==> config.mk <==
export PLATFORM = sky130hd
export DESIGN_NAME = spi_frame_slave
export DESIGN_NICKNAME = d
export VERILOG_FILES = /design/src/rtl/spi_fv_pkg.sv /design/src/rtl/spi_fv_sync.sv /design/src/rtl/spi_fv_shift.sv /design/src/rtl/spi_fv_frame.sv /design/src/rtl/spi_frame_slave.sv
export SDC_FILE = /design/constraint.sdc
export NUM_CORES = 1
export LEC_CHECK = 0
export BUFFER_PORTS_ARGS = -buffer_cell sky130_fd_sc_hd__buf_2
export CORE_MARGIN = 2
export CORE_UTILIZATION = 58
export DETAILED_ROUTE_END_ITERATION = 8
export GPL_ROUTABILITY_DRIVEN = 0
export PLACE_DENSITY_LB_ADDON = 0.08
export SLEW_MARGIN = 10
export SYNTH_ARGS = -nofsm -noshare
export SYNTH_HDL_FRONTEND = slang
export SYNTH_SLANG_ARGS = --single-unit
==> constraint.sdc <==
create_clock -name clk -period 3.33 [get_ports clk]
set_input_delay 0.333 -clock clk [delete_from_list [all_inputs] [get_ports clk]]
set_output_delay 0.333 -clock clk [all_outputs]
set_load 0.02 [all_outputs]
==> src/rtl/spi_fv_pkg.sv <==
package spi_fv_pkg;

   // Edge events derived from the oversampled serial pins.
   typedef struct packed {
      logic cs_fall;
      logic cs_rise;
      logic sclk_rise;
      logic sclk_fall;
   } spi_evt_t;

endpackage

==> src/rtl/spi_fv_sync.sv <==
module spi_fv_sync #(
   parameter int STAGES = 2
) (
   input  logic                 clk,
   input  logic                 rst_n,
   input  logic                 cs_n,
   input  logic                 sclk,
   input  logic                 si,
   output logic                 cs_s,
   output logic                 si_s,
   output spi_fv_pkg::spi_evt_t evt
);
   logic [STAGES-1:0] cs_pipe, sclk_pipe, si_pipe;
   logic              cs_d, sclk_d;

   generate
      if (STAGES == 1) begin : g_single
         always_ff @(posedge clk or negedge rst_n) begin
            if (!rst_n) begin
               cs_pipe   <= 1'b1;
               sclk_pipe <= 1'b0;
               si_pipe   <= 1'b0;
            end else begin
               cs_pipe   <= cs_n;
               sclk_pipe <= sclk;
               si_pipe   <= si;
            end
         end
      end else begin : g_multi
         always_ff @(posedge clk or negedge rst_n) begin
            if (!rst_n) begin
               cs_pipe   <= '1;
               sclk_pipe <= '0;
               si_pipe   <= '0;
            end else begin
               cs_pipe   <= {cs_pipe[STAGES-2:0], cs_n};
               sclk_pipe <= {sclk_pipe[STAGES-2:0], sclk};
               si_pipe   <= {si_pipe[STAGES-2:0], si};
            end
         end
      end
   endgenerate

   assign cs_s = cs_pipe[STAGES-1];
   assign si_s = si_pipe[STAGES-1];

   always_ff @(posedge clk or negedge rst_n) begin
      if (!rst_n) begin
         cs_d   <= 1'b1;
         sclk_d <= 1'b0;
      end else begin
         cs_d   <= cs_s;
         sclk_d <= sclk_pipe[STAGES-1];
      end
   end

   always_comb begin
      evt.cs_fall   = cs_d & ~cs_s;
      evt.cs_rise   = ~cs_d & cs_s;
      evt.sclk_rise = ~cs_s & ~sclk_d & sclk_pipe[STAGES-1];
      evt.sclk_fall = ~cs_s & sclk_d & ~sclk_pipe[STAGES-1];
   end

   // A select edge and a serial-clock edge never coincide as events while deselected
   assert_no_clk_when_idle_R2: assert property (@(posedge clk) disable iff (!rst_n)
      cs_s |-> !(evt.sclk_rise || evt.sclk_fall));

endmodule

==> src/rtl/spi_fv_shift.sv <==
module spi_fv_shift #(
   parameter int WORD_W = 16
) (
   input  logic              clk,
   input  logic              rst_n,
   input  logic              cs_s,
   input  logic              si_s,
   input  logic              cs_fall,
   input  logic              sclk_rise,
   input  logic              sclk_fall,
   input  logic              err,
   input  logic [WORD_W-1:0] load_word,
   output logic [WORD_W-1:0] shreg,
   output logic              so,
   output logic              so_oe
);
   logic so_bit;
   logic pre_phase;

   always_ff @(posedge clk or negedge rst_n) begin
      if (!rst_n) begin
         shreg     <= '0;
         so_bit    <= 1'b0;
         pre_phase <= 1'b0;
      end else if (cs_fall) begin
         shreg     <= load_word;
         pre_phase <= 1'b1;
      end else begin
         if (sclk_fall) begin
            shreg <= {shreg[WORD_W-2:0], si_s};
         end
         if (sclk_rise) begin
            so_bit    <= shreg[WORD_W-1];
            pre_phase <= 1'b0;
         end
      end
   end

   assign so    = pre_phase ? (err | si_s) : so_bit;
   assign so_oe = ~cs_s;

   // the error window ends at the first rising serial-clock edge
   assert_pre_phase_ends_R3: assert property (@(posedge clk) disable iff (!rst_n)
      (sclk_rise && !cs_fall) |=> !pre_phase);

endmodule

==> src/rtl/spi_fv_frame.sv <==
module spi_fv_frame #(
   parameter int WORD_W = 16,
   parameter int UNIT_W = 8
) (
   input  logic clk,
   input  logic rst_n,
   input  logic cs_fall,
   input  logic cs_rise,
   input  logic sclk_fall,
   output logic accept,
   output logic err
);
   localparam int MIN_UNITS = WORD_W / UNIT_W;
   localparam int MOD_W     = (UNIT_W > 1) ? $clog2(UNIT_W) : 1;
   localparam int UCNT_W    = $clog2(MIN_UNITS + 1);
   localparam logic [MOD_W-1:0]  MOD_LAST = MOD_W'(UNIT_W - 1);
   localparam logic [UCNT_W-1:0] UNIT_SAT = UCNT_W'(MIN_UNITS);

   logic [MOD_W-1:0]  mod_cnt;
   logic [UCNT_W-1:0] unit_cnt;
   logic              len_ok;

   always_ff @(posedge clk or negedge rst_n) begin
      if (!rst_n) begin
         mod_cnt  <= '0;
         unit_cnt <= '0;
      end else if (cs_fall) begin
         mod_cnt  <= '0;
         unit_cnt <= '0;
      end else if (sclk_fall) begin
         if (mod_cnt == MOD_LAST) begin
            mod_cnt <= '0;
            if (unit_cnt < UNIT_SAT) unit_cnt <= unit_cnt + 1'b1;
         end else begin
            mod_cnt <= mod_cnt + 1'b1;
         end
      end
   end

   assign len_ok = (mod_cnt == '0) && (unit_cnt >= UNIT_SAT);
   assign accept = cs_rise & len_ok;

   always_ff @(posedge clk or negedge rst_n) begin
      if (!rst_n)       err <= 1'b1;
      else if (cs_rise) err <= ~len_ok;
   end

   // the unit counter never passes its saturation point
   assert_unit_saturates_R9: assert property (@(posedge clk) disable iff (!rst_n)
      unit_cnt <= UNIT_SAT);

   // a rejected close leaves the error flag set
   assert_err_after_reject_R8: assert property (@(posedge clk) disable iff (!rst_n)
      (cs_rise && !accept) |=> err);

   // an accepted close clears the error flag
   assert_err_clear_after_accept_R8: assert property (@(posedge clk) disable iff (!rst_n)
      accept |=> !err);

endmodule

==> src/rtl/spi_frame_slave.sv <==
module spi_frame_slave #(
   parameter int CHANNELS    = 8,
   parameter int UNIT_W      = 8,
   parameter int SYNC_STAGES = 2,
   parameter int WORD_W      = 2 * CHANNELS,
   parameter logic [WORD_W-1:0] CTRL_DEFAULT = '1
) (
   input  logic                clk,
   input  logic                rst_n,
   input  logic                cs_n,
   input  logic                sclk,
   input  logic                si,
   output logic                so,
   output logic                so_oe,
   input  logic [CHANNELS-1:0] chan_open,
   input  logic [CHANNELS-1:0] chan_fault,
   output logic [WORD_W-1:0]   ctrl_word,
   output logic                ctrl_commit
);
   generate
      if (WORD_W != 2 * CHANNELS) begin : g_bad_word
         $error("WORD_W must equal twice CHANNELS");
      end
      if (UNIT_W < 1 || (UNIT_W & (UNIT_W - 1)) != 0) begin : g_bad_unit
         $error("UNIT_W must be a power of two");
      end
      if (WORD_W % UNIT_W != 0) begin : g_bad_ratio
         $error("WORD_W must be a multiple of UNIT_W");
      end
      if (SYNC_STAGES < 1) begin : g_bad_sync
         $error("SYNC_STAGES must be at least 1");
      end
   endgenerate

   logic                 cs_s, si_s;
   spi_fv_pkg::spi_evt_t evt;
   logic [WORD_W-1:0]    diag_word;
   logic [WORD_W-1:0]    shreg;
   logic                 accept, err;

   // Interleave the per-channel flags: odd bits open-load, even bits fault.
   generate
      for (genvar c = 0; c < CHANNELS; c++) begin : g_pack
         assign diag_word[2*c+1] = chan_open[c];
         assign diag_word[2*c]   = chan_fault[c];
      end
   endgenerate

   spi_fv_sync #(.STAGES(SYNC_STAGES)) u_sync (
      .clk   (clk),
      .rst_n (rst_n),
      .cs_n  (cs_n),
      .sclk  (sclk),
      .si    (si),
      .cs_s  (cs_s),
      .si_s  (si_s),
      .evt   (evt)
   );

   spi_fv_shift #(.WORD_W(WORD_W)) u_shift (
      .clk       (clk),
      .rst_n     (rst_n),
      .cs_s      (cs_s),
      .si_s      (si_s),
      .cs_fall   (evt.cs_fall),
      .sclk_rise (evt.sclk_rise),
      .sclk_fall (evt.sclk_fall),
      .err       (err),
      .load_word (diag_word),
      .shreg     (shreg),
      .so        (so),
      .so_oe     (so_oe)
   );

   spi_fv_frame #(.WORD_W(WORD_W), .UNIT_W(UNIT_W)) u_frame (
      .clk       (clk),
      .rst_n     (rst_n),
      .cs_fall   (evt.cs_fall),
      .cs_rise   (evt.cs_rise),
      .sclk_fall (evt.sclk_fall),
      .accept    (accept),
      .err       (err)
   );

   always_ff @(posedge clk or negedge rst_n) begin
      if (!rst_n) begin
         ctrl_word   <= CTRL_DEFAULT;
         ctrl_commit <= 1'b0;
      end else begin
         ctrl_commit <= accept;
         if (accept) ctrl_word <= shreg;
      end
   end

   // the control word moves only together with the strobe
   assert_ctrl_holds_R7: assert property (@(posedge clk) disable iff (!rst_n)
      !ctrl_commit |-> $stable(ctrl_word));

   // the strobe lasts a single cycle
   assert_commit_single_R10: assert property (@(posedge clk) disable iff (!rst_n)
      ctrl_commit |=> !ctrl_commit);

   // the output stays released while deselected
   assert_so_released_R2: assert property (@(posedge clk) disable iff (!rst_n)
      (cs_s && !evt.cs_rise) |-> !so_oe);

endmodule

==> flow_metrics.env, run 1 <==
export IMPL_ys_top_cells_by_area="dfrtp_1 35%, dfstp_2 26%, mux2_2 6.0%"
export IMPL_synth_top_family_by_area="multiplexers"
export IMPL_worst_ep_arrival_time_ps=2060
export IMPL_yosysTopAreaCell="dfrtp_1"
export IMPL_p_leak_nw=1.10
export IMPL_ios=40
export IMPL_rsz0062_at_grt="no"
export IMPL_die_area_mm2=0.00405
export IMPL_cp_start_kind="flop"
export IMPL_rrSetupSlack_ps=1560
export IMPL_htree_levels=2
export IMPL_grt_pass1_wl_mm=6.33
export IMPL_synth_nets=185
export IMPL_grt_pass1_vias=1317
export IMPL_hold_viol=0
export IMPL_ctsRootBufferMaster="clkbuf_4"
export IMPL_dpl_cell_count=241
export IMPL_crit_chain="inv_4, nor4_4, buf_4, mux2_2"
export IMPL_power_density_mw_per_mm2=449
export IMPL_dieWidth_um=63.6
export IMPL_endpoint="ctrl_word[2]$_DFFE_PN1P_"
export IMPL_ys_warn_count=0
export IMPL_grt_total_usage_pct=20.3
export IMPL_first_pass_iters=4
export IMPL_synthCells=160
export IMPL_cts_sinks=49
export IMPL_final_min_clock_period_ps=1770
export IMPL_synth_simple_area_share_pct=6.80
export IMPL_drive_gt1_share_pct=44.8
export IMPL_die_h_um=63.6
export IMPL_end_kind="flop"
export IMPL_synth_mux_area_share_pct=12.8
export IMPL_cts_made_buffers=5
export IMPL_crit_type="flop to flop"
export IMPL_ant_nets=0
export IMPL_maxSlewViolCount=0
export IMPL_route_detailed_drc=0
export IMPL_regArea_mm2=0.00125
export IMPL_min_path_type="input pin to flop"
export IMPL_netlist_area_mm2=0.00206
export IMPL_status="complete, no violations"
export IMPL_area_growth_pct=13.9
export IMPL_hold_buffers=0
export IMPL_diodes=0
export IMPL_ctsResizeCount=0
export IMPL_avgRoutedWirePerCell_um=14.9
export IMPL_grt_max_degree=50
export IMPL_reg2reg_depth=4
export IMPL_drtIter0Drc=34
export IMPL_dpl_instance_area_mm2=0.00229
export IMPL_clock_skew_ps=4.83
export IMPL_clkTransAtPathRegs_ps=130
export IMPL_max_freq_mhz=566
export IMPL_yosysTopAreaCellShare_pct=35.2
export IMPL_crit_start="u_sync.cs_pipe[1]$_DFF_PN1_"
export IMPL_clockBufferDepth=2
export IMPL_port_buffers=39
export IMPL_via_per_inst=5.26
export IMPL_post_place_ws_ps=1590
export IMPL_drv_cap=0
export IMPL_cp_max_fo=18
export IMPL_fillers=272
export IMPL_slew_limit_headroom_pct=30.9
export IMPL_tns_ps=0
export IMPL_dp_hpwl_mm=2.59
export IMPL_regToRegEndpoint="ctrl_word[2]$_DFFE_PN1P_"
export IMPL_antenna_found_initial=0
export IMPL_postCtsSetupBuffers=0
export IMPL_grt_overflow=0
export IMPL_rows=21
export IMPL_clk_latency_ps=360
export IMPL_yosys_register_bits=49
export IMPL_layoutNonFillerInstCount=249
export IMPL_avgSynthCellArea_um2=12.9
export IMPL_layout_nets=227
export IMPL_finalSetupViolCount=0
export IMPL_synth_compound_area_share_pct=11.4
export IMPL_synth_xor_area_share_pct=0
export IMPL_ir_worst_vdd_uv=350
export IMPL_tightest_slew_ps=1040
export IMPL_cp_required_ps=3630
export IMPL_slowest_stage="dfstp_2"
export IMPL_ys_seq_area_share_pct=60.7
export IMPL_setup_ws_ps=1560
export IMPL_start_util_pct=61.3
export IMPL_cts_tree="built"
export IMPL_wl_mm=3.70
export IMPL_core_mm2=0.00336
export IMPL_synthAdderAreaFrac_pct=2.43
export IMPL_multi_input_area_um2=688
export IMPL_r2r_start="u_sync.cs_pipe[1]$_DFF_PN1_"
export IMPL_min_period_over_period_pct=53.0
export IMPL_ys_types=28
export IMPL_vias=1309
export IMPL_fin_area_mm2=0.00235
export IMPL_cpPeakStageDelay_ps=680
==> how the worst min path moves through the flow <==
stage	slack, ps	end	cells after the start	start
5_1_grt	30	u_sync.cs_pipe[0]$_DFF_PN1_	1	cs_n
6_report	60	u_sync.cs_pipe[0]$_DFF_PN1_	1	cs_n
2_1_floorplan	40	ctrl_commit$_DFF_PN0_	0	rst_n
4_1_cts	50	u_sync.cs_pipe[0]$_DFF_PN1_	1	cs_n
3_3_place_gp	330	u_sync.sclk_pipe[1]$_DFF_PN0_	0	u_sync.sclk_pipe[0]$_DFF_PN0_
3_5_place_dp	340	u_sync.si_pipe[1]$_DFF_PN0_	0	u_sync.si_pipe[0]$_DFF_PN0_
==> state kept, by name, summed over array words and instances (netlist names) <==
| signal | cells |
|---|---|
| ctrl_word | 16 |
| u_shift.shreg | 16 |
| u_frame.mod_cnt | 3 |
| u_frame.unit_cnt | 2 |
| u_sync.cs_pipe | 2 |
| u_sync.sclk_pipe | 2 |
| u_sync.si_pipe | 2 |
| ctrl_commit | 1 |
| u_frame.err | 1 |
| u_shift.pre_phase | 1 |
| u_shift.so_bit | 1 |
| u_sync.cs_d | 1 |
| u_sync.sclk_d | 1 |
==> through the flow <==
stage	power [mW]	util [%]	hold slack (ps)
finish	1.05	69.8	59.6
global route	1.11	69.8	34.3
CTS	1.06	69.8	51.5
detailed placement	0.785	68.0	336
global placement	0.777	68.0	334
floorplan	0.738	-	37.4
==> layout by cell type (no fill, tap or decap) <==
master / n
dfstp_2: 20
buf_2: 39
and2b_1: 1
o21ai_0: 18
ha_1: 4
nor4_4: 1
o21a_1: 1
o221a_2: 1
nand2_1: 4
inv_4: 1
nor3_1: 1
clkbuf_8: 1
a21oi_1: 4
nor4b_2: 1
mux2_4: 8
nand4bb_1: 1
clkbuf_1: 2
or3_1: 1
buf_4: 3
mux2_2: 11
a22oi_1: 14
clkbuf_4: 5
nand2b_1: 4
nor3b_1: 1
mux2i_1: 2
dfrtp_1: 29
nor2_1: 7
inv_1: 18
==> cells by family after synthesis <==
| family | after synthesis |
|---|---|
| compound gates | 38 |
| fa+ha+maj | 4 |
| buf+inv | 26 |
| flops | 49 |
| mux | 21 |
| simple gates | 22 |
==> cell usage after synthesis (all sizes together) <==
library cell	instances
inv	19
nor3b	1
nor2	7
dfstp	20
o21a	1
or3	1
dfrtp	29
nand2	4
o221a	1
nor3	1
and2b	1
clkbuf	4
a21oi	4
nand2b	4
mux2i	2
nor4b	1
a22oi	14
ha	4
mux2	19
o21ai	18
nor4	1
nand4bb	1
buf	3
==> where the power goes <==
group	total, mW	switching, mW	internal, mW
combinational	0.0964	0.0525	0.0439
clock	0.282	0.177	0.105
sequential	0.676	0.0360	0.640
==> worst max-delay path, delay by kind of cell, from the launching register on <==
family                 cells  cell delay (ps)
flip-flops                 1              680
AND/OR/NAND/NOR            1              260
multiplexers               1              380
buffers and inverters      2              380
==> area by class of cell <==
| cell class | count | share of cell area (%) |
|---|---|---|
| Inverter | 19 | 3.14 |
| Multi-Input combinational cell | 85 | 29.3 |
| Sequential cell | 49 | 53.3 |
| Tap cell | 46 | 2.45 |
| Clock buffer | 8 | 2.51 |
| Timing Repair Buffer | 42 | 9.28 |
==> routing by layer <==
metal  wire, um  global-route usage [%]  up-vias
met5          0                       0        -
met3        144                    5.54        4
met2       1830                    33.4       30
met1       1690                    27.0      644
li1           -                       -      631
met4         36                    4.89        0
Note: power is estimated with default switching activity, not from simulation.
==> run 2: changes to the inputs <==
Settings changed: ABC_AREA from default to 1, CORE_UTILIZATION 58 to 55.
Clock period 3.33 ns to 1.65 ns, I/O delays scaled along.
==> run 2 against run 1 <==
Critical path type unchanged. Wire length is essentially flat. Critical endpoint is now u_shift.shreg[14]$_DFFE_PN0P_. Largest cell class unchanged. Combinational power increased to 8.6 times the previous value. Synthesized cell count increased by 51%. Register-to-register slack lost 1300 ps. Via count is 21% higher. Sequential share of layout area is 4.8 points lower. Cell area increased by 9.9%.
==> flow_metrics.env, run 2 <==
export IMPL_status="complete, no violations"
export IMPL_r2r_start="u_sync.cs_pipe[1]$_DFF_PN1_"
export IMPL_rsz0062_at_grt="no"
export IMPL_rows=23
export IMPL_tightest_slew_ps=342
export IMPL_die_area_mm2=0.00454
export IMPL_antenna_found_initial=0
export IMPL_cp_required_ps=1890
export IMPL_ctsResizeCount=0
export IMPL_seqPwrFrac_pct=52.0
export IMPL_finalSetupViolCount=0
export IMPL_ctsRootBufferMaster="clkbuf_8"
export IMPL_clkTransAtPathRegs_ps=80
export IMPL_die_h_um=67.4
export IMPL_pwr_share_comb_pct=26.1
export IMPL_top_layer_used="met4"
export IMPL_layout_nets=311
export IMPL_mostFrequentLayoutCells="91 x nand2_1, 39 x buf_2, 29 x dfrtp_1, 26 x inv_1, 20 x dfstp_2"
export IMPL_clock_skew_ps=7.42
export IMPL_ys_seq_area_share_pct=56.6
export IMPL_hold_viol=0
export IMPL_largestRegisters="ctrl_word (16), u_shift.shreg (16), u_frame.mod_cnt (3)"
export IMPL_yosysTopAreaCellShare_pct=32.8
export IMPL_ys_warn_count=0
export IMPL_cp_start_kind="flop"
export IMPL_worst_ep_arrival_time_ps=1640
export IMPL_yosys_register_bits=49
export IMPL_layout_commonest_cell="nand2_1"
export IMPL_rrSetupSlack_ps=250
export IMPL_cts_tree="built"
export IMPL_synth_top_flop_cell="dfrtp_1"
export IMPL_clockBufferDepth=2
export IMPL_clk_latency_ps=290
export IMPL_drive_gt1_share_pct=33.8
export IMPL_min_path_type="input pin to flop"
export IMPL_fin_area_mm2=0.00258
export IMPL_min_period_over_period_pct=84.9
export IMPL_route_detailed_drc=0
export IMPL_yosys_top_cells_count="91 x nand2_1, 29 x dfrtp_1, 26 x inv_1"
export IMPL_avgSynthCellArea_um2=9.17
export IMPL_power_density_mw_per_mm2=1240
export IMPL_synthCells=241
export IMPL_netlist_area_mm2=0.00221
export IMPL_tns_ps=0
export IMPL_diodes=0
export IMPL_regToRegEndpoint="u_shift.shreg[14]$_DFFE_PN0P_"
export IMPL_start_util_pct=56.0
export IMPL_via_per_inst=4.70
export IMPL_yosysTopAreaCell="dfrtp_1"
export IMPL_p_total_mw=3.18
export IMPL_drtIter0Drc=94
export IMPL_crit_type="flop to flop"
export IMPL_htree_levels=2
export IMPL_ios=40
export IMPL_ys_top_cells_by_area="dfrtp_1 33%, dfstp_2 24%, nand2_1 15%"
export IMPL_grt_max_degree=50
export IMPL_ir_worst_vdd_uv=618
export IMPL_max_freq_mhz=714
export IMPL_wl_mm=3.70
export IMPL_first_pass_iters=4
export IMPL_dieWidth_um=67.4
export IMPL_final_min_clock_period_ps=1400
export IMPL_yosys_cell_count_top_type="nand2_1"
export IMPL_switching_power_mw=1.01
export IMPL_endpoint="u_shift.shreg[14]$_DFFE_PN0P_"
export IMPL_core_mm2=0.00394
export IMPL_port_buffers=39
export IMPL_dp_hpwl_mm=2.53
export IMPL_synth_edf_count=0
export IMPL_grt_pass1_wl_mm=6.23
export IMPL_grt_overflow=0
export IMPL_cp_max_fo=23
export IMPL_crit_start="u_sync.cs_pipe[1]$_DFF_PN1_"
export IMPL_area_growth_pct=16.7
export IMPL_grt_total_usage_pct=18.6
export IMPL_ant_nets=0
export IMPL_routed_wl_met3_um=172
export IMPL_cts_sinks=49
export IMPL_reg2reg_depth=6
export IMPL_wl_met2_mm=1.71
export IMPL_pwr_share_clk_pct=21.9
export IMPL_maxSlewViolCount=0
export IMPL_synth_nets=266
export IMPL_p_int_mw=2.18
export IMPL_end_kind="flop"
export IMPL_drv_cap=0
export IMPL_grt_pass1_vias=1414
export IMPL_cts_made_buffers=5
export IMPL_ys_types=22
export IMPL_slew_limit_headroom_pct=77.0
export IMPL_async_reset_ff_share_pct=100
export IMPL_p_leak_nw=1.31
export IMPL_hold_buffers=4
export IMPL_vias=1584
export IMPL_met1Wirelength_mm=1.75
export IMPL_dpl_instance_area_mm2=0.00244
export IMPL_postCtsSetupBuffers=0
export IMPL_p_sw_share_pct=31.7
export IMPL_avgRoutedWirePerCell_um=11.0
run 2: cell count changes after synthesis, sizes merged, moves of 6 or more:
cell and change:
buf +6, inv +10, nand3 +6, a22oi -14, mux2 -19, nand2 +91, o21ai +18
run 2: layer usage:
| metal | up-vias | global-route usage, % |
|---|---|---|
| li1 | 825 | - |
| met1 | 715 | 24.6 |
| met2 | 36 | 29.1 |
| met3 | 8 | 5.50 |
| met4 | 0 | 6.89 |
| met5 | - | 0 |
run 2: worst max-delay path, cell delays in order, from the launching register on:
cell and delay (ps):
dfstp_2 580, inv_2 70, nand2_2 130, nand2_4 190, inv_4 220, nand2_1 80, nand2_1 70
run 2: final cells by class:
| class | count | area [um^2] |
|---|---|---|
| flip-flops and latches | 49 | 1250 |
| repair buffers | 47 | 290 |
| well taps | 50 | 62.6 |
| inverters | 29 | 111 |
| clock buffers | 7 | 86.3 |
| fillers | 351 | 1360 |
| clock inverters | 1 | 7.51 |
| multi-input cells | 154 | 769 |
run 2: worst min path at each step:
| stage | startpoint | to | slack, ps | cells after the start |
|---|---|---|---|---|
| after detailed placement | rst_n | u_sync.sclk_pipe[0]$_DFF_PN0_ | 170 | 2 |
| final | chan_open[7] | u_shift.shreg[15]$_DFFE_PN0P_ | 170 | 5 |
| after CTS | chan_open[2] | u_shift.shreg[5]$_DFFE_PN0P_ | 170 | 5 |
| after floorplan | rst_n | ctrl_commit$_DFF_PN0_ | -130 | 0 |
| after global routing | chan_open[2] | u_shift.shreg[5]$_DFFE_PN0P_ | 180 | 5 |
| after global placement | rst_n | u_sync.sclk_pipe[0]$_DFF_PN0_ | 170 | 2 |
run 2: stage by stage:
| stage | instances | hold WS (ps) | setup slack, ps | util (%) |
|---|---|---|---|---|
| floorplan | 241 | -131 | 390 | - |
| global placement | 325 | 168 | 288 | 62.0 |
| detailed placement | 325 | 168 | 244 | 62.0 |
| CTS | 337 | 167 | 235 | 65.4 |
| global route | 337 | 182 | 120 | 65.4 |
| finish | 337 | 174 | 249 | 65.4 |
run 2: logic make-up (layout without fill, tap and decap cells):
group / Yosys count / after routing / share of synthesized area (%)
fa+ha+maj: 4 / 4 / 2.27
compound gates: 37 / 37 / 11.1
simple gates: 113 / 113 / 21.5
buf+inv: 38 / 84 / 8.55
flops: 49 / 49 / 56.6
run 2: power by group through the flow:
stage          logic (mW)  registers, mW  clock network [mW]
6_report            0.832           1.65               0.698
5_1_grt             0.942           1.69               0.795
4_1_cts             0.849           1.66               0.730
3_5_place_dp        0.839           1.67                   0
3_3_place_gp        0.824           1.67                   0
2_1_floorplan       0.445           1.82                   0
